**src/rtl/evt_ctrl_pkg.sv**
```systemverilog
package evt_ctrl_pkg;

    // register select encoding on the access port
    localparam logic SEL_PEND = 1'b0;
    localparam logic SEL_ENAB = 1'b1;

    // nesting depth states
    typedef enum logic [1:0] {
        ST_IDLE  = 2'd0,
        ST_SERVE = 2'd1,
        ST_NEST  = 2'd2
    } nest_st_e;

    // vector with the lowest n bits set
    function automatic logic [31:0] low_ones(input int n);
        logic [31:0] v;
        v = '0;
        for (int i = 0; i < 32; i++) begin
            if (i < n) v[i] = 1'b1;
        end
        return v;
    endfunction

endpackage

```
**src/rtl/evt_prio_pick.sv**
```systemverilog
module evt_prio_pick #(
    parameter int N  = 16,
    parameter int IW = $clog2(N)
) (
    input  logic [N-1:0]  req,
    output logic          hit,
    output logic [IW-1:0] idx,
    output logic [N-1:0]  first
);

    always_comb begin
        hit = 1'b0;
        idx = '0;
        for (int i = N - 1; i >= 0; i--) begin
            if (req[i]) begin
                hit = 1'b1;
                idx = IW'(i);
            end
        end
        // isolate the lowest set bit
        first = req & (~req + N'(1));
    end

endmodule

```
**src/rtl/evt_latch_bank.sv**
```systemverilog
module evt_latch_bank
    import evt_ctrl_pkg::*;
#(
    parameter int N        = 16,
    parameter int DW       = 32,
    parameter int N_FORCED = 3,
    parameter int RSV      = 4
) (
    input  logic          clk,
    input  logic          rst_n,
    input  logic [N-1:0]  evt_in,
    input  logic [N-1:0]  accept,
    input  logic          reg_we,
    input  logic          reg_sel,
    input  logic [N-1:0]  wdata,
    input  logic          supv,
    output logic [N-1:0]  latch_q,
    output logic [N-1:0]  mask_eff,
    output logic [DW-1:0] rdata
);

    localparam int          PAD       = DW - N;
    localparam logic [N-1:0] FORCED_V = N'(low_ones(N_FORCED));
    localparam logic [N-1:0] RSV_V    = N'(1) << RSV;
    localparam logic [N-1:0] CAN_PEND = ~RSV_V;
    localparam logic [N-1:0] EN_STORE = ~(FORCED_V | RSV_V);

    logic [N-1:0] mask_r;
    logic [N-1:0] latch_d;
    logic [N-1:0] sw_view;
    logic [N-1:0] sel_view;
    logic         wr_pend;
    logic         wr_enab;

    assign wr_pend  = reg_we & supv & (reg_sel == SEL_PEND);
    assign wr_enab  = reg_we & supv & (reg_sel == SEL_ENAB);
    assign mask_eff = mask_r | FORCED_V;

    always_comb begin
        // software write reaches only bits that are not enabled
        sw_view  = wr_pend ? ((wdata & ~mask_eff) | (latch_q & mask_eff)) : latch_q;
        // capture beats accept-clear, which beats software write
        latch_d  = (evt_in | (~accept & sw_view)) & CAN_PEND;
        sel_view = (reg_sel == SEL_ENAB) ? mask_eff : latch_q;
        rdata    = supv ? {{PAD{1'b0}}, sel_view} : '0;
    end

    always_ff @(posedge clk or negedge rst_n) begin
        if (!rst_n) begin
            latch_q <= '0;
            mask_r  <= '0;
        end else begin
            latch_q <= latch_d;
            if (wr_enab) mask_r <= wdata & EN_STORE;
        end
    end

    // a captured line is pending one edge later
    a_r2_capture_sets: assert property (@(posedge clk) disable iff (!rst_n)
        ((evt_in & CAN_PEND) != '0) |=> ((latch_q & $past(evt_in & CAN_PEND)) == $past(evt_in & CAN_PEND)));

    // a granted level leaves the pending set unless re-raised
    a_r3_accept_clears: assert property (@(posedge clk) disable iff (!rst_n)
        (accept != '0) |=> ((latch_q & $past(accept & ~evt_in)) == '0));

    // enable writes without privilege leave the register alone
    a_r9_user_enab_ignored: assert property (@(posedge clk) disable iff (!rst_n)
        (reg_we && !supv) |=> $stable(mask_r));

    // unprivileged access never alters pending bits except by capture or accept
    a_r10_user_pend_ignored: assert property (@(posedge clk) disable iff (!rst_n)
        (reg_we && !supv && evt_in == '0 && accept == '0) |=> $stable(latch_q));

endmodule

```
**src/rtl/evt_nest_track.sv**
```systemverilog
module evt_nest_track
    import evt_ctrl_pkg::*;
#(
    parameter int N  = 16,
    parameter int IW = $clog2(N)
) (
    input  logic         clk,
    input  logic         rst_n,
    input  logic [N-1:0] pend,
    input  logic         rfe,
    output logic [N-1:0] accept,
    output logic         grant_valid,
    output logic [N-1:0] grant_vec,
    output logic [N-1:0] active_q
);

    nest_st_e      state_q;
    nest_st_e      state_d;
    logic          p_hit;
    logic [IW-1:0] p_idx;
    logic [N-1:0]  p_first;
    logic          a_hit;
    logic [IW-1:0] a_idx;
    logic [N-1:0]  a_first;
    logic          take;
    logic          two_left;
    logic [N-1:0]  rfe_clr;
    logic [N-1:0]  active_d;

    evt_prio_pick #(.N(N), .IW(IW)) u_pend_pick (
        .req   (pend),
        .hit   (p_hit),
        .idx   (p_idx),
        .first (p_first)
    );

    evt_prio_pick #(.N(N), .IW(IW)) u_act_pick (
        .req   (active_q),
        .hit   (a_hit),
        .idx   (a_idx),
        .first (a_first)
    );

    assign two_left = ($countones(active_q) == 2);

    always_comb begin
        take     = p_hit && ((state_q == ST_IDLE) || (p_idx < a_idx));
        accept   = take ? p_first : '0;
        rfe_clr  = (rfe && a_hit) ? a_first : '0;
        active_d = (active_q & ~rfe_clr) | accept;
    end

    // next-state: GRANT_FIRST, PREEMPT, RETIRE_LAST, UNWIND, SWAP
    always_comb begin
        state_d = state_q;
        unique case (state_q)
            ST_IDLE: begin
                if (take) state_d = ST_SERVE;
            end
            ST_SERVE: begin
                if (take && !rfe)      state_d = ST_NEST;
                else if (rfe && !take) state_d = ST_IDLE;
                else                   state_d = ST_SERVE;
            end
            ST_NEST: begin
                if (rfe && !take && two_left) state_d = ST_SERVE;
            end
            default: state_d = ST_IDLE;
        endcase
    end

    always_ff @(posedge clk or negedge rst_n) begin
        if (!rst_n) state_q <= ST_IDLE;
        else        state_q <= state_d;
    end

    always_ff @(posedge clk or negedge rst_n) begin
        if (!rst_n) begin
            active_q    <= '0;
            grant_valid <= 1'b0;
            grant_vec   <= '0;
        end else begin
            active_q    <= active_d;
            grant_valid <= take;
            grant_vec   <= accept;
        end
    end

    // grant vector is one-hot with the strobe and empty without it
    a_r5_grant_onehot: assert property (@(posedge clk) disable iff (!rst_n)
        grant_valid |-> ($countones(grant_vec) == 1));
    a_r5_grant_quiet: assert property (@(posedge clk) disable iff (!rst_n)
        !grant_valid |-> (grant_vec == '0));
    a_r5_grant_in_service: assert property (@(posedge clk) disable iff (!rst_n)
        grant_valid |-> ((active_q & grant_vec) == grant_vec));

    // every level in service before a grant ranks strictly below it
    a_r6_strict_preempt: assert property (@(posedge clk) disable iff (!rst_n)
        grant_valid |-> (($past(active_q) & ((grant_vec << 1) - N'(1))) == '0));

    // a return with no concurrent grant drops exactly one level
    a_r7_rfe_retires: assert property (@(posedge clk) disable iff (!rst_n)
        (rfe && active_q != '0 && !take) |=> ($countones(active_q) == $past($countones(active_q)) - 1));

    // depth state agrees with the in-service vector
    a_r7_idle_tracks: assert property (@(posedge clk) disable iff (!rst_n)
        (state_q == ST_IDLE) == (active_q == '0));

endmodule

```
**src/rtl/evt_core_ctrl.sv**
```systemverilog
module evt_core_ctrl #(
    parameter int N_LVL    = 16,
    parameter int REG_W    = 32,
    parameter int N_FORCED = 3,
    parameter int RSV_LVL  = 4
) (
    input  logic             clk,
    input  logic             rst_n,
    input  logic [N_LVL-1:0] evt_req,
    input  logic             reg_we,
    input  logic             reg_sel,
    input  logic [N_LVL-1:0] reg_wdata,
    input  logic             supv_mode,
    output logic [REG_W-1:0] reg_rdata,
    input  logic             rfe_pulse,
    output logic             grant_valid,
    output logic [N_LVL-1:0] grant_lvl,
    output logic [N_LVL-1:0] active_lvl
);

    localparam int IW = $clog2(N_LVL);

    logic [N_LVL-1:0] pend_q;
    logic [N_LVL-1:0] en_eff;
    logic [N_LVL-1:0] accept;
    logic [N_LVL-1:0] eligible;

    assign eligible = pend_q & en_eff;

    evt_latch_bank #(
        .N        (N_LVL),
        .DW       (REG_W),
        .N_FORCED (N_FORCED),
        .RSV      (RSV_LVL)
    ) u_bank (
        .clk      (clk),
        .rst_n    (rst_n),
        .evt_in   (evt_req),
        .accept   (accept),
        .reg_we   (reg_we),
        .reg_sel  (reg_sel),
        .wdata    (reg_wdata),
        .supv     (supv_mode),
        .latch_q  (pend_q),
        .mask_eff (en_eff),
        .rdata    (reg_rdata)
    );

    evt_nest_track #(
        .N  (N_LVL),
        .IW (IW)
    ) u_nest (
        .clk         (clk),
        .rst_n       (rst_n),
        .pend        (eligible),
        .rfe         (rfe_pulse),
        .accept      (accept),
        .grant_valid (grant_valid),
        .grant_vec   (grant_lvl),
        .active_q    (active_lvl)
    );

    // a granted level was pending and enabled in the cycle before
    a_r4_grant_was_eligible: assert property (@(posedge clk) disable iff (!rst_n)
        grant_valid |-> (($past(eligible) & grant_lvl) == grant_lvl));

    // unprivileged reads see nothing
    a_r8_read_hidden: assert property (@(posedge clk) disable iff (!rst_n)
        !supv_mode |-> (reg_rdata == '0));

endmodule

```
**config.mk**
```make
export PLATFORM = sky130hd
export DESIGN_NAME = evt_core_ctrl
export DESIGN_NICKNAME = d
export VERILOG_FILES = /design/src/rtl/evt_ctrl_pkg.sv /design/src/rtl/evt_prio_pick.sv /design/src/rtl/evt_latch_bank.sv /design/src/rtl/evt_nest_track.sv /design/src/rtl/evt_core_ctrl.sv
export SDC_FILE = /design/constraint.sdc
export NUM_CORES = 1
export LEC_CHECK = 0
export ABC_AREA = 0
export BUFFER_PORTS_ARGS = -buffer_cell sky130_fd_sc_hd__buf_4
export CORE_ASPECT_RATIO = 0.7
export CORE_MARGIN = 10
export CORE_UTILIZATION = 30
export CTS_CLUSTER_SIZE = 8
export DETAILED_ROUTE_END_ITERATION = 10
export HOLD_SLACK_MARGIN = 0.03
export SLEW_MARGIN = 10
export SYNTH_ARGS = -nofsm -noshare
export SYNTH_HDL_FRONTEND = slang
export SYNTH_SLANG_ARGS = --single-unit
```
**constraint.sdc**
```tcl
create_clock -name clk -period 9 [get_ports clk]
set_input_delay 2.7 -clock clk [delete_from_list [all_inputs] [get_ports clk]]
set_output_delay 2.7 -clock clk [all_outputs]
set_load 0.005 [all_outputs]
```
==> flow_metrics.tcl <==
set metrics [dict create \
    gpl.final_weighted_congestion 0.844 \
    class_of_the_tightest_hold_or_removal_check "flop to flop" \
    power.ir.vdd_worst_v 0.000137 \
    grt_pass1_wl_um 19900 \
    cp_top_family "buffers and inverters" \
    utilization 0.386 \
    fin_worst_skew_ns 0.00787 \
    final.setup.tns_ns 0 \
    dominantRegCellSynth "sky130_fd_sc_hd__dfrtp_1" \
    critical_path_peak_fanout 17 \
    nFillCells 1331 \
    clockRootBuffer "sky130_fd_sc_hd__clkbuf_16" \
    stdcell_area_sq_um 5150 \
    required_ns 6.30 \
    critical_path.cell_chain "buf_4 -> mux2i_1 -> nor2b_1 -> buf_4" \
    ys_async_sr_fraction 1.00 \
    final.hold.worst_slack_ns 0.564 \
    worst_skew_pair.late_latency_ns 0.33 \
    drv_cap 0 \
    max_slew_margin 0.409 \
    max_freq_ghz 0.163 \
    synth.ff_latch_count 61 \
    path_common_cell "sky130_fd_sc_hd__buf_4" \
    dp_worst_setup_slack_ns 2.84 \
    clk_pin_slew_worst_paths_ns 0.05 \
    timing.critical_path.from_type "input port" \
    dieHeight_um 118 \
    floorplan.core_area_sq_um 13400 \
    port-buffer-count 79 \
    synth_top_cells_by_count "sky130_fd_sc_hd__dfrtp_1, sky130_fd_sc_hd__inv_1, sky130_fd_sc_hd__nor2_1, sky130_fd_sc_hd__nand2_1, sky130_fd_sc_hd__ha_1" \
    totalPowerFinal_mw 1.45 \
    synthToLayoutAreaGrowth_pct 24.1 \
    nets 595 \
    i_o_pins 103 \
    clk_path_buf_depth 2 \
    rsz0062_at_grt "false" \
    setup.worst_path.end_class "output port" \
    outcome "finished, final reports clean" \
    layout_worst_path_cycle_share 0.684 \
    tritoncts "built" \
    grt_antenna_before_repair 0 \
    via_per_inst 4.87 \
    worst_path_largest_cell_delay_ns 0.27 \
    detailedPlacementHpwl_um 9850 \
    post-route-drc-count 0 \
    area_enclosed_by_the_die_boundary_sq_um 19000 \
    mean_instance_size_in_the_synthesized_netlist_sq_um 9.42 \
    hold_viol 0 \
    wl_um 12500 \
    number_of_h_tree_levels 3 \
    dp_cells 692 \
    yosysTopAreaCell "sky130_fd_sc_hd__dfrtp_1" \
    final_antenna_net_count 0 \
    setup_viol_count_final 0 \
    antenna_cells_inserted 0 \
    grt_pass1_vias 3570 \
    drv_slew 0 \
    cts-resized-gates 0 \
    final_layout_size_suffix_gt1_frac 0.249 \
    row_count 35 \
    initialDrtViolationCount 239 \
    slew_worst_pin_ns 0.879 \
    hold_buffers 0 \
    part_of_the_yosys_area_used_for_sequential_elements 0.367 \
    placement.cell_area_sq_um 4840 \
    post_synth_instance_area_sq_um 4150 \
    post-synth-top-count-cell "sky130_fd_sc_hd__dfrtp_1" \
    powerDensity_nw_per_um2 282 \
    synth-edff-count 0 \
    post-cts-setup-buffers 0 \
    gr-total-overflow 0 \
    ys.warnings.count 0 \
    dr_total_vias 3443 \
    cp.buffers_inverters 2 \
    numCtsBuffers 9 \
    syn_inst 441 \
    critical-path-slowest-cell "sky130_fd_sc_hd__mux2i_1" \
    die_width_um 161 \
    leakagePower_nw 2.37 \
    grt_max_degree 62 \
    worst_ep_arrival_time_ns 3.45 \
    detailedRoute.firstPassIterationCount 5 \
    postLayoutSetupSlackWorst_ns 2.85 \
    yosys-top-cells-area "sky130_fd_sc_hd__dfrtp_1, sky130_fd_sc_hd__ha_1, sky130_fd_sc_hd__mux2_2" \
    cts_sinks 61 \
    initial_utilization 0.311 \
    synth.distinct_cells 53 \
    fin_cells 707 \
    grt_util_all_layers 0.129 \
    wire_per_inst_um 17.6 \
    timing.final.crit_period_ns 6.15 \
    critical_path_class "input port to output port" \
    post-synth-top-area-fraction 0.367 \
]
==> state kept, by name, summed over array words and instances (netlist names) <==
| signal | flops |
|---|---|
| u_nest.grant_valid | 1 |
| u_nest.state_q | 2 |
| u_nest.grant_vec | 15 |
| u_nest.active_q | 16 |
| u_bank.latch_q | 15 |
| u_bank.mask_r | 12 |
==> report_power, final <==
part / internal [mW] / total (mW) / switching [mW]
Clock: 0.248 / 0.369 / 0.121
Combinational: 0.296 / 0.696 / 0.399
Sequential: 0.319 / 0.389 / 0.0702
Total: 0.863 / 1.45 / 0.591
==> cell families (layout without fill, tap and decap cells) <==
kind of cell               count (synthesis)  after routing  synth area share
DFF                                       61             61             0.367
other                                      1             18          0.000903
buffers and inverters                     74            138            0.0904
muxes                                     35             35            0.0910
AOI/OAI and AO/OA                         81             81             0.140
adders and majority gates                 39             39             0.137
and+or+nand+nor                          150            150             0.173
==> worst register-to-register path, delay by kind of cell, from the launching register on <==
| kind | cells | cell delay [ns] |
|---|---|---|
| buf+inv | 3 | 0.20 |
| compound gates | 2 | 0.34 |
| fa+ha+maj | 7 | 2.92 |
| simple gates | 1 | 0.30 |
| flops | 1 | 0.49 |
==> metal layers <==
| metal | vias to the layer above | share of wire | GRT usage |
|---|---|---|---|
| li1 | 1653 | - | - |
| met1 | 1651 | 0.49 | 0.182 |
| met2 | 131 | 0.41 | 0.179 |
| met3 | 8 | 0.088 | 0.0496 |
| met4 | 0 | 0.0059 | 0.0280 |
| met5 | - | 0 | 0 |
==> cells in the final DEF (no fill, tap or decap), types with 12 or more instances in the layout <==
cell	synthesis	layout
sky130_fd_sc_hd__a21oi_1	12	12
sky130_fd_sc_hd__buf_4	20	81
sky130_fd_sc_hd__conb_1	1	18
sky130_fd_sc_hd__dfrtp_1	61	61
sky130_fd_sc_hd__ha_1	28	28
sky130_fd_sc_hd__inv_1	42	42
sky130_fd_sc_hd__mux2_2	22	22
sky130_fd_sc_hd__mux2i_1	13	13
sky130_fd_sc_hd__nand2_1	39	39
sky130_fd_sc_hd__nand3_1	13	13
sky130_fd_sc_hd__nor2_1	41	41
sky130_fd_sc_hd__nor2b_1	13	13
sky130_fd_sc_hd__nor3_1	16	16
sky130_fd_sc_hd__o21ai_0	18	18
==> worst paths after layout <==
path                                            endpoint                          start  cells past startpoint  slack (ns)
min in group asynchronous  u_nest.grant_vec[6]$_DFF_PN0_                          rst_n                      1        2.45
max                                         reg_rdata[3]                        reg_sel                      4        2.85
min                          u_bank.latch_q[8]$_DFF_PN0_   u_bank.mask_r[8]$_DFFE_PN0P_                      1        0.56
min reg2reg                  u_bank.latch_q[8]$_DFF_PN0_   u_bank.mask_r[8]$_DFFE_PN0P_                      1        0.56
max in group asynchronous    u_bank.latch_q[0]$_DFF_PN0_                          rst_n                      1        6.01
max reg2reg                u_nest.state_q[0]$_DFFE_PN0P_  u_nest.active_q[12]$_DFF_PN0_                     13        4.68
==> area by class of cell <==
type | count | area [sq um] | area share
clock buffer | 11 | 243 | 0.0471
clock inverter | 4 | 72.6 | 0.0141
inverter | 42 | 158 | 0.0306
multi-input combinational | 323 | 2320 | 0.449
sequential | 61 | 1530 | 0.296
tap | 185 | 231 | 0.0449
timing repair buffer | 81 | 608 | 0.118
(Power assumes the default switching activity.)
